[src/rtl/dirq_pkg.sv]
package dirq_pkg;
    localparam int REG_W  = 32;
    localparam int NSRC   = 6;
    localparam int MODE_W = 4;

    typedef enum logic {
        LINE_IDLE   = 1'b0,
        LINE_ACTIVE = 1'b1
    } line_state_e;

    // Status bit position that each source pulse sets.
    function automatic int src_pos(input int idx);
        case (idx)
            0:       return 0;
            1:       return 1;
            2:       return 9;
            3:       return 10;
            4:       return 11;
            default: return 14;
        endcase
    endfunction

    function automatic logic [REG_W-1:0] valid_mask();
        logic [REG_W-1:0] m;
        m = '0;
        for (int i = 0; i < NSRC; i++) m[src_pos(i)] = 1'b1;
        return m;
    endfunction
endpackage

[src/rtl/dirq_src_map.sv]
module dirq_src_map
    import dirq_pkg::*;
(
    input  logic [NSRC-1:0]  src_evt,
    output logic [REG_W-1:0] set_vec
);
    logic [REG_W-1:0] one_hot [NSRC];

    genvar g;
    generate
        for (g = 0; g < NSRC; g++) begin : g_src
            localparam int POS = src_pos(g);
            always_comb begin
                one_hot[g]      = '0;
                one_hot[g][POS] = src_evt[g];
            end
        end
    endgenerate

    always_comb begin
        set_vec = '0;
        for (int i = 0; i < NSRC; i++) set_vec = set_vec | one_hot[i];
    end
endmodule

[src/rtl/dirq_regs.sv]
module dirq_regs
    import dirq_pkg::*;
#(
    parameter int ADDR_W          = 12,
    parameter logic [11:0] OFS_MODE = 12'h004,
    parameter logic [11:0] OFS_STAT = 12'h100,
    parameter logic [11:0] OFS_CLR  = 12'h108,
    parameter logic [11:0] OFS_EN   = 12'h110
) (
    input  logic              clk,
    input  logic              rst_n,
    input  logic [REG_W-1:0]  set_vec,
    input  logic [ADDR_W-1:0] bus_addr,
    input  logic              bus_wen,
    input  logic [REG_W-1:0]  bus_wdata,
    output logic [REG_W-1:0]  bus_rdata,
    output logic [REG_W-1:0]  cause,
    output logic [MODE_W-1:0] mode
);
    localparam logic [REG_W-1:0] VALID = valid_mask();

    logic [REG_W-1:0]  status_q, status_d;
    logic [REG_W-1:0]  enable_q, enable_d;
    logic [MODE_W-1:0] mode_q, mode_d;
    logic              wr_clr, wr_en, wr_mode;
    logic [REG_W-1:0]  clr_mask;

    always_comb begin
        wr_clr   = bus_wen && (bus_addr == ADDR_W'(OFS_CLR));
        wr_en    = bus_wen && (bus_addr == ADDR_W'(OFS_EN));
        wr_mode  = bus_wen && (bus_addr == ADDR_W'(OFS_MODE));
        clr_mask = wr_clr ? (bus_wdata & VALID) : '0;
        // a new event outranks a clear of the same bit
        status_d = (status_q & ~clr_mask) | (set_vec & VALID);
        enable_d = wr_en ? (bus_wdata & VALID) : enable_q;
        mode_d   = wr_mode ? bus_wdata[MODE_W-1:0] : mode_q;
    end

    always_ff @(posedge clk or negedge rst_n) begin
        if (!rst_n) begin
            status_q <= '0;
            enable_q <= '0;
            mode_q   <= '0;
        end else begin
            status_q <= status_d;
            enable_q <= enable_d;
            mode_q   <= mode_d;
        end
    end

    always_comb begin
        bus_rdata = '0;
        if (bus_addr == ADDR_W'(OFS_STAT))      bus_rdata = status_q;
        else if (bus_addr == ADDR_W'(OFS_EN))   bus_rdata = enable_q;
        else if (bus_addr == ADDR_W'(OFS_MODE)) bus_rdata = REG_W'(mode_q);
    end

    assign cause = status_q & enable_q;
    assign mode  = mode_q;

    // without a clear write, no pending bit is lost
    p_sticky_r3: assert property (@(posedge clk) disable iff (!rst_n)
        !wr_clr |=> ((status_q & $past(status_q)) == $past(status_q)));

    // bits written as one with no competing event end up cleared
    p_clear_r4: assert property (@(posedge clk) disable iff (!rst_n)
        wr_clr |=> ((status_q & $past(bus_wdata & ~set_vec)) == '0));

    // an event always lands, even against a clear
    p_set_wins_r5: assert property (@(posedge clk) disable iff (!rst_n)
        (set_vec != '0) |=> ((status_q & $past(set_vec)) == $past(set_vec)));

    // enable only changes on a write to its offset
    p_en_hold_r6: assert property (@(posedge clk) disable iff (!rst_n)
        !wr_en |=> $stable(enable_q));

    // reserved bits never become visible
    p_reserved_r9: assert property (@(posedge clk) disable iff (!rst_n)
        ((status_q | enable_q) & ~VALID) == '0);
endmodule

[src/rtl/dirq_line_fsm.sv]
module dirq_line_fsm
    import dirq_pkg::*;
#(
    parameter logic [MODE_W-1:0] MODE_IRQ = 4'd1
) (
    input  logic              clk,
    input  logic              rst_n,
    input  logic [REG_W-1:0]  cause,
    input  logic [MODE_W-1:0] mode,
    output logic              irq_out
);
    line_state_e state_q, state_d;
    logic        want;

    assign want = (cause != '0) && (mode == MODE_IRQ);

    always_comb begin
        state_d = state_q;
        unique case (state_q)
            LINE_IDLE:   if (want)  state_d = LINE_ACTIVE;  // raise
            LINE_ACTIVE: if (!want) state_d = LINE_IDLE;    // drop
            default:     state_d = LINE_IDLE;
        endcase
    end

    always_ff @(posedge clk or negedge rst_n) begin
        if (!rst_n) state_q <= LINE_IDLE;
        else        state_q <= state_d;
    end

    always_comb irq_out = (state_q == LINE_ACTIVE);

    // an enabled pending cause in IRQ mode raises the line next cycle
    p_raise_r7: assert property (@(posedge clk) disable iff (!rst_n)
        ((cause != '0) && (mode == MODE_IRQ)) |=> irq_out);

    // no cause, no line
    p_drop_r7: assert property (@(posedge clk) disable iff (!rst_n)
        (cause == '0) |=> !irq_out);

    // any other mode keeps the line low
    p_mode_gate_r8: assert property (@(posedge clk) disable iff (!rst_n)
        (mode != MODE_IRQ) |=> !irq_out);
endmodule

[src/rtl/dma_irq_status.sv]
module dma_irq_status
    import dirq_pkg::*;
#(
    parameter int ADDR_W = 12
) (
    input  logic              clk,
    input  logic              rst_n,
    input  logic [NSRC-1:0]   src_evt,
    input  logic [ADDR_W-1:0] bus_addr,
    input  logic              bus_wen,
    input  logic [REG_W-1:0]  bus_wdata,
    output logic [REG_W-1:0]  bus_rdata,
    output logic              irq_out
);
    logic [REG_W-1:0]  set_vec;
    logic [REG_W-1:0]  cause;
    logic [MODE_W-1:0] mode;

    dirq_src_map u_map (
        .src_evt (src_evt),
        .set_vec (set_vec)
    );

    dirq_regs #(.ADDR_W(ADDR_W)) u_regs (
        .clk       (clk),
        .rst_n     (rst_n),
        .set_vec   (set_vec),
        .bus_addr  (bus_addr),
        .bus_wen   (bus_wen),
        .bus_wdata (bus_wdata),
        .bus_rdata (bus_rdata),
        .cause     (cause),
        .mode      (mode)
    );

    dirq_line_fsm u_fsm (
        .clk     (clk),
        .rst_n   (rst_n),
        .cause   (cause),
        .mode    (mode),
        .irq_out (irq_out)
    );
endmodule

[config.mk]
export PLATFORM = sky130hd
export DESIGN_NAME = dma_irq_status
export DESIGN_NICKNAME = d
export VERILOG_FILES = /design/src/rtl/dirq_pkg.sv /design/src/rtl/dirq_src_map.sv /design/src/rtl/dirq_regs.sv /design/src/rtl/dirq_line_fsm.sv /design/src/rtl/dma_irq_status.sv
export SDC_FILE = /design/constraint.sdc
export NUM_CORES = 1
export LEC_CHECK = 0
export ABC_AREA = 1
export ABC_CLOCK_PERIOD_IN_PS = 1300
export BUFFER_PORTS_ARGS = -buffer_cell sky130_fd_sc_hd__buf_2
export CORE_MARGIN = 3
export CORE_UTILIZATION = 35
export DETAILED_ROUTE_END_ITERATION = 12
export PLACE_DENSITY = 0.81
export SETUP_SLACK_MARGIN = 0.05
export SYNTH_ARGS = -nofsm -noshare
export SYNTH_HDL_FRONTEND = slang
export SYNTH_SLANG_ARGS = --single-unit
[constraint.sdc]
create_clock -name clk -period 1.3 [get_ports clk]
set_clock_uncertainty 0.2 [all_clocks]
set_input_delay 0.26 -clock clk [delete_from_list [all_inputs] [get_ports clk]]
set_output_delay 0.26 -clock clk [all_outputs]
set_load 0.005 [all_outputs]
==> flow_metrics.env <==
export IMPL_status="complete, but fails checks"
export IMPL_violations="setup timing"
export IMPL_fillers=301
export IMPL_pwr_share_seq=0.522
export IMPL_critPathLaunchType="input pin"
export IMPL_drtPass1Iterations=4
export IMPL_critPathRequiredTime_ns=0.84
export IMPL_synth_compound_area_frac=0.124
export IMPL_hp_class="in -> reg"
export IMPL_final_net_count=271
export IMPL_die_area_um2=4180
export IMPL_synthAdderAreaFrac=0
export IMPL_drt_iter0_markers=33
export IMPL_io_buffer_count=37
export IMPL_syn_avg_cell_area_um2=7.92
export IMPL_cts_root_buf="clkbuf_4"
export IMPL_clk_latency_ns=0.29
export IMPL_grt_pass1_vias=1053
export IMPL_grt_util_met1=0.178
export IMPL_busiest_layer="met2"
export IMPL_fp_dieW_um=64.6
export IMPL_grt_pass1_wl_um=4600
export IMPL_endpoint_kind="primary output"
export IMPL_synthCells=152
export IMPL_synthSimpleGateAreaFrac=0.271
export IMPL_whs_ns=0.00912
export IMPL_arrival_ns=1.20
export IMPL_diodes=0
export IMPL_layout_commonest_cell="buf_2"
export IMPL_clockPowerShare=0.284
export IMPL_hold_viol=0
export IMPL_design_core_area_um2=3180
export IMPL_yosys_area_share_xor_xnor=0
export IMPL_gp_congestion=0.801
export IMPL_vias_per_cell=4.37
export IMPL_cts_sinks=17
export IMPL_setup_viol=8
export IMPL_muxShareOfSynthArea=0
export IMPL_final_max_slew_viol_count=0
export IMPL_cts_path_max_buffers=2
export IMPL_io_pins=86
export IMPL_gr_total_overflow=0
export IMPL_irDropWorstVdd_mv=0.464
export IMPL_antenna_found_initial=0
export IMPL_ys_warn_count=0
export IMPL_switching_share=0.259
export IMPL_synth_top_family_by_area="simple AND/OR/NAND/NOR gates"
export IMPL_tns_ns=-2.66
export IMPL_dieHeight_um=64.6
export IMPL_finish_instance_area_um2=1800
export IMPL_grt_use_total=0.142
export IMPL_netSwitchingPower_w=0.000264
export IMPL_p_int_w=0.000755
export IMPL_drc=0
export IMPL_power_frac_comb=0.194
export IMPL_rsz0062_at_grt="true"
export IMPL_wl_um=3060
export IMPL_cp_max_fo=6
export IMPL_maxCapViolCount=0
export IMPL_grt_max_degree=18
export IMPL_power_density_nw_per_um2=565
export IMPL_final_cells=261
export IMPL_hpwl_um=2220
export IMPL_drtAntennaViolNets=0
export IMPL_syn_to_final_growth_pct=49.9
export IMPL_use_met3=0.0277
export IMPL_wl_per_cell_um=11.7
export IMPL_cts_tree="yes"
export IMPL_cts_max_level=1
export IMPL_cts_buffers=3
export IMPL_rows=20
export IMPL_placed_cells=240
export IMPL_post_route_period_util=1.27
export IMPL_vias=1140
export IMPL_layout_common_cells="buf_2, conb_1, inv_1, dfrtp_1, nand3_1"
export IMPL_period_needed_ns=1.66
export IMPL_cts_clk_slew_worst_paths_ns=0.10
export IMPL_placed_area_um2=1480
export IMPL_yosysSeqAreaShare=0.353
export IMPL_syn_area_um2=1200
export IMPL_drive_gt1_frac=0.442
export IMPL_yosys_cell_types_count=23
export IMPL_crit_type="in -> out"
export IMPL_max_freq_ghz=0.604
export IMPL_synth_seq_cells=17
export IMPL_start_util=0.379
export IMPL_grt_use_met2=0.236
export IMPL_fin_ws_ns=-0.357
export IMPL_leakage_nw=0.951
Yosys cell counts:
cell type,count,area [um2]
nor3_1,3,15.0
nor2_2,3,18.8
buf_4,24,180
nand2_2,6,37.5
nand3_1,18,90.1
nor2_1,8,30.0
nor2_4,3,33.8
conb_1,1,3.75
dfrtp_1,17,425
o21ai_2,4,35.0
nand3b_1,1,7.51
nand2_1,15,56.3
o21ai_1,6,30.0
nor2_8,1,20.0
o21ai_0,4,20.0
nand2_4,1,11.3
buf_2,1,5.00
o22ai_1,3,18.8
a21o_1,6,45.0
nand4_1,1,6.26
inv_2,1,3.75
buf_12,1,20.0
inv_1,24,90.1
final timing paths:
kind	startpoint	end	slack, ns	cells past startpoint
min in group asynchronous	rst_n	u_regs.status_q[14]	0.20	2
max in group asynchronous	rst_n	u_fsm.irq_out	0.42	2
max reg2reg	u_regs.status_q[0]	u_fsm.irq_out	0.10	4
max	bus_addr[11]	bus_rdata[1]	-0.36	11
min reg2reg	u_regs.status_q[9]	u_regs.status_q[9]	0.29	1
min	bus_wdata[0]	u_regs.enable_q[0]	0.009	3
sequential cells by signal (all words and copies together), names as in the netlist:
| name | flops |
|---|---|
| u_regs.enable_q | 6 |
| u_regs.mode | 4 |
| u_regs.status_q | 6 |
| u_fsm.irq_out | 1 |
routing by layer:
layer | routed length (um) | up-vias
li1 | - | 567
met1 | 1270 | 524
met2 | 1550 | 42
met3 | 170 | 7
met4 | 74 | 0
met5 | 0 | -
area by class of cell:
cell class,instances,area [um2],share of cell area
multi-input cells,108,677,0.375
well taps,44,55.1,0.0305
clock buffers,4,26.3,0.0146
repair buffers,63,504,0.279
flip-flops and latches,17,425,0.236
inverters,25,116,0.0645
power groups by stage:
| stage | Combinational [W] | Sequential [W] | Clock, W |
|---|---|---|---|
| after detailed placement | 0.000139 | 0.000542 | 0 |
| after CTS | 0.000179 | 0.000532 | 0.000291 |
| after global routing | 0.000218 | 0.000533 | 0.000327 |
| after global placement | 0.000137 | 0.000542 | 0 |
| final | 0.000198 | 0.000532 | 0.000289 |
| after floorplan | 0.0000994 | 0.000542 | 0 |
cell families after synthesis:
kind of cell / after synthesis
compound gates: 23
flops: 17
simple gates: 60
buf+inv: 51
other cells: 1
metrics by stage:
step	worst slack, ns	power [W]	util
5_1_grt	-0.463	0.00108	0.568
6_report	-0.357	0.00102	0.568
4_1_cts	-0.368	0.00100	0.537
3_3_place_gp	-0.392	0.000679	0.465
3_5_place_dp	-0.400	0.000682	0.465
2_1_floorplan	-0.0886	0.000642	-
critical path, cell delays in order:
cell and delay, ns:
buf_6 0.10, nor2_4 0.11, nand3_2 0.08, inv_2 0.08, nand3b_1 0.11, buf_6 0.16
inv_4 0.05, nand2_2 0.04, nand2_2 0.06, inv_1 0.03, buf_2 0.11
what timing repair did:
action / CTS / global route
hold buffers: 12 / 1
setup endpoints to repair: 9 / 20
setup buffers: 2 / 1
pin swaps: 11 / 18
gates resized for setup: 16 / 23
gates cloned: 1 / 1
hold endpoints to repair: 28 / 1
Note: power is estimated with default switching activity, not from simulation.
